<file path="config.mk">
export PLATFORM = sky130hd
export DESIGN_NAME = dbg_strap_mux
export DESIGN_NICKNAME = d
export VERILOG_FILES = /design/src/rtl/dbg_strap_pkg.sv /design/src/rtl/strap_delay_timer.sv /design/src/rtl/strap_code_latch.sv /design/src/rtl/tp_drive_mux.sv /design/src/rtl/dbg_strap_mux.sv
export SDC_FILE = /design/constraint.sdc
export NUM_CORES = 1
export LEC_CHECK = 0
export BUFFER_PORTS_ARGS = -buffer_cell sky130_fd_sc_hd__clkbuf_2
export CAP_MARGIN = 20
export CORE_UTILIZATION = 48
export DETAILED_ROUTE_END_ITERATION = 6
export PLACE_DENSITY = 0.81
export SLEW_MARGIN = 20
export SYNTH_ARGS = -nofsm -noshare
export SYNTH_HDL_FRONTEND = slang
export SYNTH_HIERARCHICAL = 1
export SYNTH_SLANG_ARGS = --single-unit
</file>
<file path="constraint.sdc">
create_clock -name clk -period 2.4 [get_ports clk]
set_input_delay 0.36 -clock clk [delete_from_list [all_inputs] [get_ports clk]]
set_output_delay 0.36 -clock clk [all_outputs]
set_load 0.005 [all_outputs]
</file>
<file path="src/rtl/dbg_strap_pkg.sv">
package dbg_strap_pkg;
    localparam int TP_W     = 8;
    localparam int STRAP_W  = 4;
    localparam int N_TAPS   = 6;

    typedef enum logic [STRAP_W-1:0] {
        MODE_QUIET = 4'b0000,
        MODE_CLKS  = 4'b0101,
        MODE_CAL   = 4'b1000
    } tp_mode_e;

    // Calibration marker bundle, bit 0 is the vertical sync marker.
    typedef struct packed {
        logic [2:0] seq_aux;
        logic       wheel_rev;
        logic       wheel_spoke;
        logic       seq_index;
        logic       wheel_idx_dly;
        logic       vsync;
    } cal_bundle_t;

    function automatic logic [TP_W-1:0] pick_tp(
        input logic [STRAP_W-1:0] code,
        input logic [N_TAPS-1:0]  taps,
        input cal_bundle_t        cal
    );
        logic [TP_W-1:0] v;
        case (code)
            MODE_CLKS: v = {1'b1, taps, 1'b1};
            MODE_CAL:  v = cal;
            default:   v = '0;
        endcase
        return v;
    endfunction
endpackage

</file>
<file path="src/rtl/strap_delay_timer.sv">
module strap_delay_timer #(
    parameter int DELAY_CYC = 150
) (
    input  logic clk,
    input  logic rst,
    input  logic run,
    output logic fire
);
    localparam int CNT_W = $clog2(DELAY_CYC + 1);
    localparam logic [CNT_W-1:0] LAST = CNT_W'(DELAY_CYC - 1);

    logic [CNT_W-1:0] cnt_q;

    assign fire = run && (cnt_q == LAST);

    always_ff @(posedge clk) begin
        if (rst)
            cnt_q <= '0;
        else if (run && !fire)
            cnt_q <= cnt_q + 1'b1;
    end
endmodule

</file>
<file path="src/rtl/strap_code_latch.sv">
module strap_code_latch
    import dbg_strap_pkg::*;
(
    input  logic               clk,
    input  logic               rst,
    input  logic               fire,
    input  logic [STRAP_W-1:0] strap,
    output logic               held,
    output logic               strobe,
    output logic               oe,
    output logic [STRAP_W-1:0] code
);
    always_ff @(posedge clk) begin
        if (rst) begin
            held   <= 1'b0;
            strobe <= 1'b0;
            oe     <= 1'b0;
            code   <= '0;
        end else begin
            strobe <= fire;
            oe     <= held;
            if (fire) begin
                held <= 1'b1;
                code <= strap;
            end
        end
    end
endmodule

</file>
<file path="src/rtl/tp_drive_mux.sv">
module tp_drive_mux
    import dbg_strap_pkg::*;
(
    input  logic               oe,
    input  logic [STRAP_W-1:0] code,
    input  logic [N_TAPS-1:0]  taps,
    input  logic [TP_W-1:0]    cal_raw,
    output logic [TP_W-1:0]    drive
);
    cal_bundle_t cal;
    always_comb begin
        cal   = cal_bundle_t'(cal_raw);
        drive = oe ? pick_tp(code, taps, cal) : '0;
    end
endmodule

</file>
<file path="src/rtl/dbg_strap_mux.sv">
module dbg_strap_mux
    import dbg_strap_pkg::*;
#(
    parameter int CLK_FREQ_MHZ = 100,
    parameter int SAMPLE_NS    = 1500
) (
    input  logic               clk,
    input  logic               park_n,
    input  logic [STRAP_W-1:0] strap_in,
    input  logic [N_TAPS-1:0]  clk_taps,
    input  logic [TP_W-1:0]    cal_sigs,
    output logic [TP_W-1:0]    tp_out,
    output logic               tp_oe,
    output logic               cap_strobe,
    output logic [STRAP_W-1:0] mode_code
);
    localparam int DELAY_RAW = (CLK_FREQ_MHZ * SAMPLE_NS + 500) / 1000;
    localparam int DELAY_CYC = (DELAY_RAW < 1) ? 1 : DELAY_RAW;

    logic rst;
    logic held;
    logic fire;

    assign rst = !park_n;

    strap_delay_timer #(.DELAY_CYC(DELAY_CYC)) u_timer (
        .clk  (clk),
        .rst  (rst),
        .run  (!held),
        .fire (fire)
    );

    strap_code_latch u_latch (
        .clk    (clk),
        .rst    (rst),
        .fire   (fire),
        .strap  (strap_in),
        .held   (held),
        .strobe (cap_strobe),
        .oe     (tp_oe),
        .code   (mode_code)
    );

    tp_drive_mux u_mux (
        .oe      (tp_oe),
        .code    (mode_code),
        .taps    (clk_taps),
        .cal_raw (cal_sigs),
        .drive   (tp_out)
    );
endmodule

</file>
==> flow_metrics.py <==
metrics = {
    "yosys": {
        "ys.warnings.count": 6,
        "post_synth_instance_area_sq_um": 773.2,
        "net_count_of_the_mapped_netlist": 103,
        "ys_seq_elements": 15,
        "number_of_instances_in_the_synthesized_netlist": 81,
        "synthesis.area_per_instance_sq_um": 9.546,
        "synth.lib_cells_used.distinct": 28,
        "synth.yosys.seq_area_share_pct": 38.83,
    },
    "cells_and_area": {
        "nFillCells": 127,
        "antenna_cells": 0,
        "summed_area_of_non_filler_cells_in_the_final_layout_sq_um": 964.7,
        "drive_above_1_share_pct": 39.13,
        "layout.nets": 138,
        "area_growth_syn_to_layout_pct": 24.76,
    },
    "setup_path": {
        "critical-path-top-delay-family": "simple AND/OR/NAND/NOR gates",
        "crit_required_ps": 2040,
        "arrival_ps": 1500,
        "cp-start-kind": "register",
        "cp_cell_sequence": "nand2_1 -> nor3_2 -> a22o_1 -> clkbuf_2",
        "slowest_stage_cell_on_the_critical_path": "dfxtp_1",
        "cp_max_fo": 8,
        "critical_path_capture_point_type": "output pin",
        "critical_path_class": "reg -> out",
        "cpPeakStageDelay_ps": 430,
        "cp.buffers_inverters": 1,
    },
    "floorplanning": {
        "design.die.area_sq_mm": 0.001775,
        "row_count": 14,
        "die_height_um": 42.14,
        "core_region_area_sq_mm": 0.001506,
        "io-pin-count": 34,
        "die_width_um": 42.14,
        "start_util_pct": 51.33,
    },
    "cts": {
        "clock_path_buffers": 2,
        "clock_tree_from_tritoncts": "yes",
        "cts.sinks": 15,
        "cts_setup_buffers": 0,
        "cts_buffers": 3,
        "htree_levels": 1,
        "clock_insertion_delay_worst_skew_ps": 290,
        "postCtsResizedCells": 0,
        "cts_hold_buf": 0,
        "cts.root.buffer_cell": "clkbuf_4",
        "worst_setup_hold_path_clk_slew_ps": 90,
    },
    "sta": {
        "grt_setup_unrepaired": "false",
        "setup-violations-final": 0,
        "fin_setup_tns_ps": 0,
        "timing_hold_violations_final": 0,
        "skew_ps": 7.389,
        "clock.fmax_ghz": 0.5366,
        "finalCriticalPeriod_ps": 1864,
        "finalMaxSlewViolations": 0,
        "period_share_pct": 77.65,
        "timing_worst_slew_pin_value_ps": 459.6,
        "slew_headroom_pct": 69.19,
        "timing.hold.ws_ps": 315.1,
    },
    "routing": {
        "initialDrtViolationCount": 5,
        "route.detailed.drc": 0,
        "avgViaCountPerCell": 5.557,
        "detailedRoute.firstPassIterationCount": 4,
        "drt_total_wl_mm": 1.648,
        "via_count": 728,
        "route.detailed.wl_per_inst_um": 12.58,
        "detail-route-antenna-nets": 0,
    },
    "placement": {
        "rd_place_congestion": 0.7847,
        "dpl_cell_area_sq_um": 938.4,
        "buffer_ports.inserted": 33,
        "dp_hpwl_mm": 1.286,
    },
    "power_and_ir_drop": {
        "power.density_mw_per_mm2": 453.6,
        "p_leak_nw": 0.4370,
        "ir_worst_vdd_v": 0.0003608,
        "total_power_mw": 0.4376,
    },
    "global_routing": {
        "global_route.usage.total_pct": 19.82,
        "grt_antenna_before_repair": 0,
        "grt_start_max_net_pins": 17,
        "global_route.overflow_total": 0,
        "grt_pass1_vias": 657,
        "first_pass_grt_wire_length_mm": 2.615,
    },
    "min_path": {
        "min_path_type": "in -> reg",
    },
    "job": {
        "cap_viol_max_count": 0,
    },
    "outcome": {
        "outcome": "finished, final reports clean",
    },
}
## sequential cells by signal, indices dropped and copies added, names as in the netlist
name,flops
u_latch/oe,1
u_latch/strobe,1
u_latch/held,1
u_timer/cnt_q,8
u_latch/code,4
## cell families after synthesis
logic type	synth area share, %
compound gates	19.90
buf+inv	4.044
mux	7.119
flops	38.84
fa+ha+maj	3.236
xor+xnor	1.133
simple gates	25.73
## power breakdown
part | internal, mW | switching, mW
clock | 0.0646 | 0.0772
combinational | 0.0194 | 0.0163
sequential | 0.253 | 0.00709
## Yosys cell counts
library cell | count | area, sq um
a211o_1 | 1 | 8.760
a211oi_1 | 2 | 15.01
a21bo_1 | 1 | 10.01
a21o_2 | 2 | 17.52
a21oi_1 | 7 | 35.03
a22o_1 | 6 | 52.55
and3_1 | 1 | 6.260
and4_4 | 1 | 11.26
buf_1 | 1 | 3.750
buf_2 | 1 | 5.000
buf_6 | 1 | 11.26
dfxtp_1 | 15 | 300.3
ha_1 | 2 | 25.02
inv_1 | 3 | 11.26
mux2_4 | 1 | 15.01
mux2i_1 | 4 | 40.04
nand2_1 | 4 | 15.01
nand2b_4 | 1 | 13.76
nand3_1 | 2 | 10.01
nand4_1 | 3 | 18.77
nand4_2 | 1 | 12.51
nor2_1 | 8 | 30.03
nor2b_1 | 3 | 18.77
nor3_2 | 2 | 20.02
nor4b_4 | 1 | 23.77
o21ai_0 | 3 | 15.01
or3_1 | 3 | 18.77
xor2_1 | 1 | 8.760
## cell type report
cell class                 instances  area, sq um  area share (%)
clock buffer                       4        26.28           2.724
inverter                           3        11.26           1.167
multi-input combinational         60        441.7           45.78
sequential                        15        300.3           31.13
tap                               16        20.02           2.075
timing repair buffer              33        165.2           17.12
## cells in the final DEF (no fill, tap or decap)
cell type / synthesis / final
clkbuf_2: 0 / 33
nor2b_1: 3 / 3
xor2_1: 1 / 1
o21ai_0: 3 / 3
a21bo_1: 1 / 1
nand3_1: 2 / 2
and4_4: 1 / 1
nor4b_4: 1 / 1
nand2b_4: 1 / 1
nand4_2: 1 / 1
ha_1: 2 / 2
or3_1: 3 / 3
mux2i_1: 4 / 4
nand2_1: 4 / 4
a21oi_1: 7 / 7
mux2_4: 1 / 1
a21o_2: 2 / 2
and3_1: 1 / 1
a211oi_1: 2 / 2
a211o_1: 1 / 1
nor3_2: 2 / 2
clkbuf_4: 0 / 3
dfxtp_1: 15 / 15
a22o_1: 6 / 6
nand4_1: 3 / 3
clkbuf_1: 0 / 1
inv_1: 3 / 3
nor2_1: 8 / 8
## worst register-to-register path, delay by kind of cell, from the launching register on
family | cells | cell delay [ps]
AND/OR/NAND/NOR | 3 | 640
adder cells (fa/ha/maj) | 1 | 190
multiplexers | 1 | 250
flip-flops | 1 | 450
## metal layers
metal / up-vias / share of wire [%] / global-route usage (%)
li1: 366 / - / -
met1: 316 / 41 / 19.84
met2: 41 / 47 / 33.75
met3: 5 / 9.3 / 6.466
met4: 0 / 2.9 / 15.00
met5: - / 0 / 0
## through the flow
step,setup slack (ps),util [%],cells
detailed placement,756.4,62.29,127
floorplan,999.9,-,81
global placement,834.0,62.29,127
global route,377.6,64.04,131
finish,536.3,64.04,131
CTS,510.3,64.04,131
## path summary, 6_finish.rpt
path	slack [ps]	from	endpoint	depth (start not counted)
setup / recovery	540	u_latch/code[2]	tp_out[3]	4
hold / removal	320	strap_in[3]	u_latch/code[3]	3
setup reg to reg	740	u_timer/cnt_q[0]	u_latch/code[2]	5
hold reg to reg	490	u_latch/held	u_latch/held	2
(Power assumes the default switching activity.)
